[config.mk]
export PLATFORM = sky130hd
export DESIGN_NAME = supply_write_gate
export DESIGN_NICKNAME = d
export VERILOG_FILES = /design/src/rtl/supply_gate_pkg.sv /design/src/rtl/sg_sync.sv /design/src/rtl/sg_holdoff_timer.sv /design/src/rtl/sg_write_guard.sv /design/src/rtl/supply_write_gate.sv
export SDC_FILE = /design/constraint.sdc
export NUM_CORES = 1
export LEC_CHECK = 0
export CORE_ASPECT_RATIO = 1.75
export CORE_MARGIN = 2
export CORE_UTILIZATION = 50
export CTS_BUF_LIST = sky130_fd_sc_hd__clkbuf_4 sky130_fd_sc_hd__clkbuf_8 sky130_fd_sc_hd__clkbuf_16
export DETAILED_ROUTE_END_ITERATION = 16
export DONT_BUFFER_PORTS = 1
export PLACE_DENSITY = 0.68
export SETUP_SLACK_MARGIN = 0.2
export SLEW_MARGIN = 15
export SYNTH_ARGS = -nofsm -noshare
export SYNTH_HDL_FRONTEND = slang
export SYNTH_HIERARCHICAL = 1
export SYNTH_SLANG_ARGS = --single-unit
[constraint.sdc]
create_clock -name clk -period 2.2 [get_ports clk]
set_clock_uncertainty 0.2 [all_clocks]
set_input_delay 0 -clock clk [delete_from_list [all_inputs] [get_ports clk]]
set_output_delay 0 -clock clk [all_outputs]
set_load 0.02 [all_outputs]
[src/rtl/supply_gate_pkg.sv]
package supply_gate_pkg;

  typedef enum logic [1:0] {
    PH_LOCKED = 2'd0,
    PH_WAIT   = 2'd1,
    PH_OPEN   = 2'd2
  } gate_phase_e;

  function automatic int unsigned cnt_width(input int unsigned limit);
    return (limit < 2) ? 1 : $clog2(limit + 1);
  endfunction

endpackage

[src/rtl/sg_sync.sv]
module sg_sync #(
  parameter int unsigned STAGES = 2
) (
  input  logic clk,
  input  logic rst_n,
  input  logic d_in,
  output logic d_out
);

  logic [STAGES-1:0] chain_q;

  generate
    for (genvar gi = 0; gi < STAGES; gi++) begin : g_stage
      if (gi == 0) begin : g_first
        always_ff @(posedge clk or negedge rst_n) begin
          if (!rst_n) chain_q[0] <= 1'b0;
          else        chain_q[0] <= d_in;
        end
      end else begin : g_next
        always_ff @(posedge clk or negedge rst_n) begin
          if (!rst_n) chain_q[gi] <= 1'b0;
          else        chain_q[gi] <= chain_q[gi-1];
        end
      end
    end
  endgenerate

  assign d_out = chain_q[STAGES-1];

endmodule

[src/rtl/sg_holdoff_timer.sv]
module sg_holdoff_timer
  import supply_gate_pkg::*;
#(
  parameter int unsigned HOLD_CYCLES = 8
) (
  input  logic        clk,
  input  logic        rst_n,
  input  logic        sync_ok,
  output logic        permit,
  output gate_phase_e phase
);

  localparam int unsigned CW = cnt_width(HOLD_CYCLES);
  localparam logic [CW-1:0] HOLD_LIM = CW'(HOLD_CYCLES);

  logic [CW-1:0] cnt_q;
  logic          at_limit;

  assign at_limit = (cnt_q == HOLD_LIM);

  always_ff @(posedge clk or negedge rst_n) begin
    if (!rst_n)          cnt_q <= '0;
    else if (!sync_ok)   cnt_q <= '0;
    else if (!at_limit)  cnt_q <= cnt_q + 1'b1;
  end

  assign permit = sync_ok && at_limit;

  always_comb begin
    if (!sync_ok)      phase = PH_LOCKED;
    else if (at_limit) phase = PH_OPEN;
    else               phase = PH_WAIT;
  end

  // permission opens only on the edge that completes the count
  p_open_at_end_r3: assert property (@(posedge clk) disable iff (!rst_n)
    $rose(permit) |-> ($past(cnt_q) == HOLD_LIM - 1'b1));

  // a low flag leaves the count at zero on the next cycle
  p_dip_clears_r5: assert property (@(posedge clk) disable iff (!rst_n)
    !sync_ok |=> (cnt_q == '0));

  // permission is kept while the flag stays good
  p_stays_open_r9: assert property (@(posedge clk) disable iff (!rst_n)
    ($past(permit) && sync_ok) |-> permit);

endmodule

[src/rtl/sg_write_guard.sv]
module sg_write_guard (
  input  logic clk,
  input  logic rst_n,
  input  logic sync_ok,
  input  logic permit,
  input  logic wr_busy,
  input  logic wr_req,
  input  logic rd_req,
  output logic wr_grant,
  output logic rd_ok,
  output logic wr_abort
);

  logic ok_prev_q;

  always_ff @(posedge clk or negedge rst_n) begin
    if (!rst_n) ok_prev_q <= 1'b0;
    else        ok_prev_q <= sync_ok;
  end

  assign wr_grant = wr_req && permit;
  assign rd_ok    = rd_req;
  assign wr_abort = ok_prev_q && !sync_ok && wr_busy;

  // the abort indication is a single-cycle pulse
  p_abort_single_r8: assert property (@(posedge clk) disable iff (!rst_n)
    wr_abort |=> !wr_abort);

  // an abort only follows a cycle in which the flag was good
  p_abort_after_good_r8: assert property (@(posedge clk) disable iff (!rst_n)
    wr_abort |-> $past(sync_ok));

endmodule

[src/rtl/supply_write_gate.sv]
module supply_write_gate
  import supply_gate_pkg::*;
#(
  parameter int unsigned HOLD_CYCLES = 40_000_000,
  parameter int unsigned SYNC_STAGES = 2
) (
  input  logic clk,
  input  logic rst_n,
  input  logic supply_ok_raw,
  input  logic wr_busy,
  input  logic wr_req,
  input  logic rd_req,
  output logic wr_permit,
  output logic wr_grant,
  output logic rd_ok,
  output logic wr_abort
);

  logic        sync_ok;
  gate_phase_e phase;

  sg_sync #(.STAGES(SYNC_STAGES)) u_sync (
    .clk   (clk),
    .rst_n (rst_n),
    .d_in  (supply_ok_raw),
    .d_out (sync_ok)
  );

  sg_holdoff_timer #(.HOLD_CYCLES(HOLD_CYCLES)) u_timer (
    .clk     (clk),
    .rst_n   (rst_n),
    .sync_ok (sync_ok),
    .permit  (wr_permit),
    .phase   (phase)
  );

  sg_write_guard u_guard (
    .clk      (clk),
    .rst_n    (rst_n),
    .sync_ok  (sync_ok),
    .permit   (wr_permit),
    .wr_busy  (wr_busy),
    .wr_req   (wr_req),
    .rd_req   (rd_req),
    .wr_grant (wr_grant),
    .rd_ok    (rd_ok),
    .wr_abort (wr_abort)
  );

  // no permission while the synchronised flag is low
  p_locked_when_low_r4: assert property (@(posedge clk) disable iff (!rst_n)
    (phase == PH_LOCKED) |-> !wr_permit);

  // an abort coincides with permission already withdrawn
  p_abort_closed_r8: assert property (@(posedge clk) disable iff (!rst_n)
    wr_abort |-> !wr_permit);

  // a write start is never granted outside the open phase
  p_grant_open_r6: assert property (@(posedge clk) disable iff (!rst_n)
    wr_grant |-> (phase == PH_OPEN));

endmodule

**Yosys cells after proc, flatten, opt, wreduce, memory -nomap -nowiden**

Index checks and enable logic that the tools add are counted.

- Equality and inequality tests: 2
- Reduce and logical (&&, ||, !) cells: 5
- Add/subtract/negate cells: 1
- Mux-type cells: 2

Operator list:

| kind | number |
|---|---|
| $mux W26 | 2 |
| $add A26 B1 Y26 const B | 1 |
| $eq A26 B26 Y1 const B | 1 |
| $logic_and A1 B1 Y1 | 4 |
| $ne A2 B2 Y1 const B | 1 |
| $logic_not A1 Y1 | 1 |

- Output and inout bits: 4
- Flip-flop bits (word level): 29
- Logic and storage cells: 14
- Bits of input ports: 6

**Depth between registers and ports, before layout**

Gate-level depths: netlist of run 1.

- Depth in word-level cells: 3
- Depth in mapped cells: 6
- Depth with buffers taken out: 5

**By module**

The synthesis of run 1 kept the hierarchy.

By module, submodules not included:

| module | area an instance (um^2) | times used | cells each | sequential area each (um^2) |
|---|---|---|---|---|
| sg_holdoff_timer | 1456.4 | 1 | 162 | 650.6 |
| sg_sync | 50.0 | 1 | 2 | 50.0 |
| sg_write_guard | 47.5 | 1 | 4 | 25.0 |

**Worst setup path after synthesis of run 1**

No wires, ideal clock.

- Path type: register to register
- From: register u_timer.cnt_q[0]
- To: register u_timer.cnt_q[22]
- Period minus slack after synthesis: 2.227 ns
- Stages on the path, launching flop included: 7
- Buffers on the path: 1
- Path slack: -0.027 ns
- Setup time: 0.078 ns
- Arrival: 1.949 ns
- Required time: 1.922 ns
- Cell sequence: dfrtp_1 > ha_1 > nand3_2 > or4_1 > buf_2 > or4_1 > a21oi_1

- Cells in the longest elaborated chain, start to end: 3
- Elaborated cells between the ends (all ways): 5
- Classes of those cells: add/sub: 1; eq/ne: 2; mux: 2

Ends and longest elaborated chain:

| item | RTL line | RTL |
|---|---|---|
| start: declaration | sg_holdoff_timer.sv:16 | `logic [CW-1:0] cnt_q;` |
| start signal: assignment | sg_holdoff_timer.sv:24 | `else if (!at_limit) cnt_q <= cnt_q + 1'b1;` |
| $add A26 B1 Y26 | sg_holdoff_timer.sv:24 |  |
| $mux W26 | sg_holdoff_timer.sv:24 |  |
| $mux W26 | sg_holdoff_timer.sv:23 | `else if (!sync_ok) cnt_q <= '0;` |

Parallel ways exist; a longest one is shown, timed or not. The select of a mux whose other input is x is not followed.
A chain may end at the register's enable or synchronous reset.

**Worst setup path in the final report of run 1**

- From: register u_timer.cnt_q[7]
- To: register u_timer.cnt_q[22]

Same word-level chain as after synthesis.

==> results.ini, run 1 <==
[cells_and_area]
fin_util_pct = 71.2
stdcell_count = 236
n_fill_cell = 214
drive_gt1_share_pct = 32.7
area_growth_syn_to_layout_pct = 35.3
antenna_cells = 0
nets = 215

[setup_path]
worstPathRequired_ps = 2210
r2r_cells = 4
cp-end-kind = flip-flop
critPathLaunchType = flip-flop
r2r_end = u_timer/cnt_q[22]
critPathKind = flip-flop to flip-flop
r2r_slack_ps = 190
crit_fanout = 4
reg2reg_from = u_timer/cnt_q[7]
arrival_ps = 2020

[drt]
dr.first_iter.drc_count = 42
drt-total-wl_mm = 3.87
wl_per_cell_um = 16.4
first_pass_iters = 4
avgViaCountPerCell = 6.23
ant_nets = 0
drc_errors = 0
vias = 1470

[worst_hold_path]
min-delay-start = wr_busy
hold_class = input pin to output pin
whs_endpoint = wr_abort
whs_path_depth = 1

[place]
placed_cells = 202
post-dp-hpwl_mm = 2.40
pre_cts_ws_ps = -33.0
gp_congestion = 0.890
port_buffers = 0

[timing]
hold_slack_ps = 32.4
rsz0062_at_grt = yes
post-route-worst-setup-slack_ps = 186
final-hold-violation-count = 0
fmax_ghz = 0.496
tns_ps = 0
setup_viol = 0
fin_crit_sh_pct = 91.6
slew_violations = 0
fin_crit_ps = 2010
worst_pin_slew_ps = 432
slew_headroom_pct = 70.9

[die]
initial_core_util_pct = 52.6
die_x_um = 46.0
io_pins = 10
num_rows = 26
dieArea_mm2 = 0.00356
core-area_mm2 = 0.00293
die_y_um = 77.5

[clock_tree]
cts_buffers = 5
clk_path_buf_depth = 2
clock_latency_ps = 280
clkSinkCount = 29
path_clk_slew_ps = 60
cts_tree = done
cts.htree.levels = 2
cts_root_buffer = clkbuf_8

[synth]
syn_inst = 166
syn_area_per_cell_um2 = 9.29
syn-cell-area_mm2 = 0.00154
yosys_warnings = 6
syn_nets = 174

[run]
maxCapViolCount = 0

[power]
power_density_mw_per_mm2 = 526
ir_drop_mv = 0.508
leakagePower_nw = 0.842

[global_routing]
grt_pass1_vias = 1426
antenna_found_initial = 0
grt-ovfl-total = 0
grt_pass1_wl_mm = 6.54
grtUsageTotal_pct = 24.9
grt_max_degree = 30

[status]
status = finished clean

[flip-flops by register name, summed over array words and instances, names as in the netlist]
register / count
u_sync/chain_q: 1
u_sync/d_out: 1
u_timer/cnt_q: 26
u_guard/ok_prev_q: 1
[metrics by stage]
| step | area, µm² | total power, mW |
|---|---|---|
| after floorplan | 1540 | 0.580 |
| after global placement | 1660 | 0.587 |
| after detailed placement | 1660 | 0.590 |
| after CTS | 2020 | 1.11 |
| after global routing | 2090 | 1.14 |
| final | 2090 | 1.10 |
[per-layer routing]
layer  up-vias  track usage (%)  part of all wire (%)
met5         -                0                     0
met4         0             11.1                   3.3
met3        18             4.42                   3.9
met2        48             41.7                    55
met1       723             29.3                    37
li1        681                -                     -
[power breakdown]
part | internal, mW | switching, mW | leakage [nW]
combinational | 0.0353 | 0.0399 | 0.398
sequential | 0.542 | 0.0105 | 0.390
clock | 0.282 | 0.188 | 0.0542
[repair_timing]
item / CTS / global route
pin swaps: 9 / 4
endpoints found under the hold margin: 32 / 0
setup endpoints to repair: 11 / 11
resized for setup: 13 / 11
hold buffers: 6 / 0
setup buffers: 16 / 4
[cells in the final DEF, fill, tap and decap left out, types with 2 or more instances in the layout]
cell type	n
inv_1	6
buf_12	2
o31ai_1	3
o21ai_1	2
nor2_1	13
mux2i_1	2
xor2_1	2
nand2b_1	2
a21oi_1	13
xnor2_1	8
ha_4	2
buf_6	3
nor4b_2	3
or3_1	2
or4_4	2
nand4_1	6
nand3b_1	2
nor3_1	6
and4_1	3
o21ai_0	7
or4_1	2
nand3_1	11
dfrtp_1	25
dlygate4sd3_1	4
nand2_1	10
clkbuf_8	7
nor4_1	4
dfrtp_2	4
buf_4	32
[critical path: stages, from the launching register on]
cell	delay [ps]
dfrtp_1	410
nand4_1	160
or4_4	560
or4_1	490
a21oi_1	130
[worst max-delay path by stage]
| stage | start | cells past startpoint | slack (ps) | to |
|---|---|---|---|---|
| final | u_timer/cnt_q[7] | 4 | 190 | u_timer/cnt_q[22] |
| after global routing | u_timer/cnt_q[7] | 4 | 150 | u_timer/cnt_q[22] |
| after CTS | u_timer/cnt_q[1] | 5 | 190 | u_timer/cnt_q[23] |
| after detailed placement | u_timer/cnt_q[0] | 5 | -30 | u_timer/cnt_q[22] |
| after global placement | u_timer/cnt_q[0] | 5 | 50 | u_timer/cnt_q[22] |
| after floorplan | u_timer/cnt_q[0] | 6 | -5 | u_timer/cnt_q[22] |
[final cells by class]
cell class                      count  area, µm²  share of cell area [%]
Timing Repair Buffer               41        354                    17.0
Sequential cell                    29        731                    35.0
Tap cell                           28       35.0                    1.68
Clock inverter                      1       5.00                   0.240
Inverter                            8       30.0                    1.44
Multi-Input combinational cell    122        835                    40.0
Clock buffer                        7       96.3                    4.62
Power figures use the tool's default switching activity.
==> run 2: changes to the inputs <==
--- a/config.mk
+++ b/config.mk
@@ -12,7 +12,7 @@
 export DETAILED_ROUTE_END_ITERATION = 16
 export DONT_BUFFER_PORTS = 1
 export PLACE_DENSITY = 0.68
-export SETUP_SLACK_MARGIN = 0.2
+export RECOVER_POWER = 100
 export SLEW_MARGIN = 15
 export SYNTH_ARGS = -nofsm -noshare
 export SYNTH_HDL_FRONTEND = slang
==> run 2 against run 1 <==
- die area did not move
- critical path depth is 1 higher
- sequential power fell by 0.9%
- clock power increased by 1%
- largest power group unchanged
- count of clock-buffer cells in the layout unchanged
- via count down 5.8%
- fmax down 5.2%
- worst setup slack worse by 110 ps
- highest routed layer unchanged
- critical path type unchanged
- hold slack worse by 29 ps
- wire length shrank 1.9%
- first-iteration DRC count shrank 12%
- sequential share of layout area grew 4.5 points
==> results.ini, run 2 (same netlist as run 1, synthesis figures left out) <==
[status]
status = finished clean  ; unchanged

[setup_path]
cp-end-kind = flip-flop  ; unchanged
critPathLaunchType = flip-flop  ; unchanged
critPathKind = flip-flop to flip-flop  ; unchanged
worstPathRequired_ps = 2210  ; about the same
arrival_ps = 2140  ; was 2020 ps
crit_fanout = 5  ; was 4

[power]
power_density_mw_per_mm2 = 587  ; was 526 mW/mm²
ir_drop_mv = 0.587  ; was 0.508 mV
finalPower_mw = 1.08  ; was 1.10 mW
leakagePower_nw = 0.718  ; was 0.842 nW

[die]
core-area_mm2 = 0.00293  ; unchanged
dieArea_mm2 = 0.00356  ; unchanged
initial_core_util_pct = 52.6  ; unchanged
io_pins = 10  ; unchanged
die_y_um = 77.5  ; unchanged
num_rows = 26  ; unchanged
die_x_um = 46.0  ; unchanged

[place]
gp_congestion = 0.881  ; was 0.890
port_buffers = 0  ; unchanged
post-dp-hpwl_mm = 2.52  ; was 2.40 mm
pre_cts_ws_ps = 29.9  ; was -33.0 ps

[cells_and_area]
fin_util_pct = 62.6  ; was 71.2%
largest_reg_flops = 26  ; unchanged
final_cell_mix = dfrtp_1, nor2_1, a21oi_1  ; was buf_4, dfrtp_1, nor2_1, a21oi_1, nand3_1
nets = 196  ; was 215
area_growth_syn_to_layout_pct = 19.0  ; was 35.3%
regMostFlops = u_timer/cnt_q  ; unchanged
layout_commonest_cell = dfrtp_1  ; was buf_4
antenna_cells = 0  ; unchanged
drive_gt1_share_pct = 16.9  ; was 32.7%

[timing]
tns_ps = 0  ; unchanged
post-route-worst-setup-slack_ps = 75.6  ; was 186 ps
fin_crit_ps = 2120  ; was 2010 ps
fmax_ghz = 0.471  ; was 0.496 GHz
setup_viol = 0  ; unchanged
final-hold-violation-count = 0  ; unchanged
worst_pin_slew_ps = 1250  ; was 432 ps
slew_headroom_pct = 16.4  ; was 70.9%
fin_crit_sh_pct = 96.6  ; was 91.6%
slew_violations = 0  ; unchanged

[drt]
avgViaCountPerCell = 6.38  ; was 6.23
first_pass_iters = 4  ; unchanged
vias = 1385  ; was 1470
drc_errors = 0  ; unchanged
ant_nets = 0  ; unchanged
drt-total-wl_mm = 3.80  ; was 3.87 mm
dr.first_iter.drc_count = 37  ; was 42
wl_per_cell_um = 17.5  ; was 16.4 µm

[global_routing]
grt_pass1_wl_mm = 6.12  ; was 6.54 mm
grt_max_degree = 30  ; unchanged
grt_pass1_vias = 1336  ; was 1426
antenna_found_initial = 0  ; unchanged
grt-ovfl-total = 0  ; unchanged
grtUsageTotal_pct = 23.8  ; was 24.9%

[clock_tree]
clk_path_buf_depth = 2  ; unchanged
clkSinkCount = 29  ; unchanged
cts_buffers = 5  ; unchanged
clock_latency_ps = 280  ; about the same
path_clk_slew_ps = 60  ; about the same
cts_tree = done  ; unchanged
cts.htree.levels = 2  ; unchanged
cts_root_buffer = clkbuf_8  ; unchanged

[run]
maxCapViolCount = 0  ; unchanged

[worst_hold_path]
hold_class = input pin to output pin  ; unchanged

==> run 2: cell count changes in the layout (fill, tap and decap cells not counted), moves of 2 or more <==
| cell | previous run | this run |
|---|---|---|
| buf_4 | 32 | 10 |
| buf_6 | 3 | 0 |
| clkbuf_1 | 0 | 6 |
| dfrtp_1 | 25 | 29 |
| dfrtp_2 | 4 | 0 |
| ha_4 | 2 | 0 |
| o21ai_0 | 7 | 9 |
| o21ai_1 | 2 | 0 |
==> run 2: layout make-up <==
| cell class | count | area (µm²) |
|---|---|---|
| Clock buffer | 7 | 96.3 |
| Clock inverter | 1 | 5.00 |
| Fill cell | 266 | 1090 |
| Inverter | 8 | 30.0 |
| Multi-Input combinational cell | 122 | 777 |
| Sequential cell | 29 | 726 |
| Tap cell | 28 | 35.0 |
| Timing Repair Buffer | 22 | 165 |
==> run 2: timing repair <==
action,CTS,global route
pin swaps,1,2
setup endpoints to repair,2,5
resized for setup,0,7
hold endpoints to repair,31,0
hold buffers,5,0
setup buffers,1,1
==> run 2: critical path: stages, from the launching register on <==
cell     delay [ps]
dfrtp_1         350
ha_2            210
nand3_2         100
or4_4           560
or4_4           500
a21oi_2         130
==> run 2: power by group <==
part / internal, mW / switching, mW
combinational: 0.0217 / 0.0329
sequential: 0.541 / 0.00638
clock: 0.282 / 0.194
==> run 2: metrics by stage <==
stage	hold WS (ps)	cell area, µm²	std cells
finish	3.15	1830	217
CTS	4.11	1840	216
detailed placement	-495	1660	202
global route	10.3	1830	217
floorplan	-496	1540	166
global placement	-495	1660	202
==> run 2: worst paths after layout <==
path                              startpoint           endpoint  slack (ps)  cells past startpoint
setup / recovery            u_timer/cnt_q[1]  u_timer/cnt_q[22]          80                      5
hold / removal                        wr_req           wr_grant           3                      1
setup reg to reg            u_timer/cnt_q[1]  u_timer/cnt_q[22]          80                      5
hold reg to reg            u_sync/chain_q[0]       u_sync/d_out         150                      0
max in group asynchronous              rst_n   u_timer/cnt_q[5]         470                      3
min in group asynchronous              rst_n   u_timer/cnt_q[3]         580                      3
==> run 2: per-layer routing <==
layer / part of all wire [%] / track usage [%] / vias to the layer above / routed length, µm
met3: 3.0 / 6.51 / 13 / 112
met4: 3.6 / 12.9 / 0 / 138
met2: 55 / 38.1 / 33 / 2080
li1: - / - / 647 / -
met1: 39 / 27.3 / 692 / 1460
met5: 0 / 0 / - / 0
==> run 3: changes to the inputs <==
==> constraint.sdc (replaced) <==
create_clock -name clk -period 2.2 [get_ports clk]
set_clock_uncertainty 0.2 [all_clocks]
set_input_delay 0 -clock clk [delete_from_list [all_inputs] [get_ports clk]]
set_output_delay 0 -clock clk [all_outputs]
set_load 0.005 [all_outputs]
==> run 3 against run 2 <==
- sequential power about the same
- critical path type unchanged
- largest power group unchanged
- non-clock buffer count increased by 3
- count of clock-buffer cells in the layout unchanged
- largest cell class unchanged
- critical endpoint unchanged
- fmax decreased by 0.22%
- sequential share of layout area about the same
==> results.ini, run 3 (same netlist as run 1, synthesis figures left out) <==
[cells_and_area]
regMostFlops = u_timer/cnt_q  ; unchanged
stdcell_count = 219  ; was 217
layout_commonest_cell = dfrtp_1  ; unchanged
drive_gt1_share_pct = 15.2  ; was 16.9%
largest_reg_flops = 26  ; unchanged
nets = 199  ; was 196
area_growth_syn_to_layout_pct = 19.1  ; was 19.0%
fin_util_pct = 62.7  ; was 62.6%
antenna_cells = 0  ; unchanged
final_cell_mix = dfrtp_1, a21oi_1, nor2_1  ; was dfrtp_1, nor2_1, a21oi_1

[status]
status = finished clean  ; unchanged

[setup_path]
reg2reg_from = u_timer/cnt_q[0]  ; was u_timer/cnt_q[1]
critPathLaunchType = flip-flop  ; unchanged
crit_fanout = 5  ; unchanged
critPathKind = flip-flop to flip-flop  ; unchanged
worstPathRequired_ps = 2200  ; was 2210 ps
arrival_ps = 2130  ; was 2140 ps
r2r_cells = 5  ; unchanged
r2r_slack_ps = 70  ; was 80 ps
r2r_end = u_timer/cnt_q[22]  ; unchanged
cp-end-kind = flip-flop  ; unchanged

[drt]
avgViaCountPerCell = 6.26  ; was 6.38
drt-total-wl_mm = 3.56  ; was 3.80 mm
vias = 1372  ; was 1385
first_pass_iters = 4  ; unchanged
wl_per_cell_um = 16.3  ; was 17.5 µm
drc_errors = 0  ; unchanged
ant_nets = 0  ; unchanged
dr.first_iter.drc_count = 41  ; was 37

[timing]
rsz0062_at_grt = no
fin_crit_sh_pct = 96.8  ; was 96.6%
slew_headroom_pct = 13.4  ; was 16.4%
worst_pin_slew_ps = 1300  ; was 1250 ps
setup_viol = 0  ; unchanged
slew_violations = 0  ; unchanged
post-route-worst-setup-slack_ps = 70.8  ; was 75.6 ps
tns_ps = 0  ; unchanged
fin_crit_ps = 2130  ; was 2120 ps
fmax_ghz = 0.470  ; was 0.471 GHz
final-hold-violation-count = 0  ; unchanged

[clock_tree]
cts_tree = done  ; unchanged
cts.htree.levels = 2  ; unchanged
clkSinkCount = 29  ; unchanged
cts_buffers = 5  ; unchanged
clk_path_buf_depth = 2  ; unchanged
path_clk_slew_ps = 60  ; about the same
cts_root_buffer = clkbuf_8  ; unchanged
clock_latency_ps = 280  ; about the same

[worst_hold_path]
min-delay-start = supply_ok_raw  ; was wr_req
whs_path_depth = 1  ; unchanged
hold_class = input pin to flip-flop  ; was input pin to output pin
whs_endpoint = u_sync/chain_q[0]  ; was wr_grant

[die]
dieArea_mm2 = 0.00356  ; unchanged
initial_core_util_pct = 52.6  ; unchanged
die_y_um = 77.5  ; unchanged
core-area_mm2 = 0.00293  ; unchanged
die_x_um = 46.0  ; unchanged
io_pins = 10  ; unchanged
num_rows = 26  ; unchanged

[global_routing]
grt-ovfl-total = 0  ; unchanged
grt_max_degree = 30  ; unchanged
antenna_found_initial = 0  ; unchanged
grtUsageTotal_pct = 22.6  ; was 23.8%
grt_pass1_wl_mm = 5.89  ; was 6.12 mm
grt_pass1_vias = 1351  ; was 1336

[place]
gp_congestion = 0.873  ; was 0.881
placed_cells = 201  ; was 202
post-dp-hpwl_mm = 2.44  ; was 2.52 mm
pre_cts_ws_ps = 52.9  ; was 29.9 ps
port_buffers = 0  ; unchanged

[power]
clkPwrFrac_pct = 42.7  ; was 44.2%
p_int_uw = 823  ; was 844 µW
leakagePower_nw = 0.725  ; was 0.718 nW
sw_frac_of_total_pct = 21.7  ; about the same
power_density_mw_per_mm2 = 572  ; was 587 mW/mm²
switchingPower_uw = 228  ; was 233 µW
p_comb_share_pct = 5.1  ; about the same
finalPower_mw = 1.05  ; was 1.08 mW
ir_drop_mv = 0.572  ; was 0.587 mV
p_seq_share_pct = 52.1  ; was 50.8%

[run]
maxCapViolCount = 0  ; unchanged

==> run 3: changes by cell type in the layout (fill, tap and decap cells not counted), moves of 2 or more <==
cell,before,now
clkbuf_4,0,3
dlygate4sd3_1,3,5
nor4b_1,1,3
nor4b_2,2,0
or4_1,1,3
or4_4,3,1
==> run 3: through the flow <==
stage | instance area (µm²) | hold slack [ps]
6_report | 1840 | 82.2
5_1_grt | 1840 | 82.2
4_1_cts | 1830 | 38.2
3_5_place_dp | 1650 | -495
3_3_place_gp | 1650 | -495
2_1_floorplan | 1540 | -496
==> run 3: timing repair <==
item,CTS,global route
endpoints found under the hold margin,33,0
endpoints found under the setup margin,0,3
gates resized for setup,0,3
hold buffers,7,0
buffers inserted,0,4
==> run 3: cell type report <==
type / instances / area (µm²)
clock buffers: 7 / 90.1
fillers: 260 / 1090
inverters: 8 / 30.0
multi-input cells: 122 / 766
flip-flops and latches: 29 / 726
well taps: 28 / 35.0
repair buffers: 25 / 189
==> run 3: routing by layer <==
layer | up-vias | global-route usage, % | share of wire [%]
li1 | 651 | - | -
met1 | 686 | 25.8 | 39
met2 | 26 | 37.1 | 55
met3 | 9 | 4.88 | 3.5
met4 | 0 | 12.0 | 2.8
met5 | - | 0 | 0
==> run 3: worst max-delay path by stage <==
stage / from / to / cells after the start
floorplan: u_timer/cnt_q[0] / u_timer/cnt_q[22] / 6
global placement: u_timer/cnt_q[1] / u_timer/cnt_q[22] / 5
detailed placement: u_timer/cnt_q[1] / u_timer/cnt_q[22] / 5
CTS: u_timer/cnt_q[7] / wr_grant / 4
global route: u_timer/cnt_q[0] / u_timer/cnt_q[22] / 5
finish: u_timer/cnt_q[0] / u_timer/cnt_q[22] / 5
==> run 3: power by group through the flow <==
stage	logic (mW)	registers, mW	clock network (mW)
floorplan	0.0208	0.557	0
global placement	0.0322	0.556	0
detailed placement	0.0339	0.557	0
CTS	0.0607	0.547	0.464
global route	0.0620	0.548	0.490
finish	0.0540	0.547	0.449
==> run 3: critical path: stages, from the launching register on <==
cell and delay [ps]:
dfrtp_1 370, ha_2 210, nand3_1 100, or4_4 560, or4_1 480, a21oi_1 130
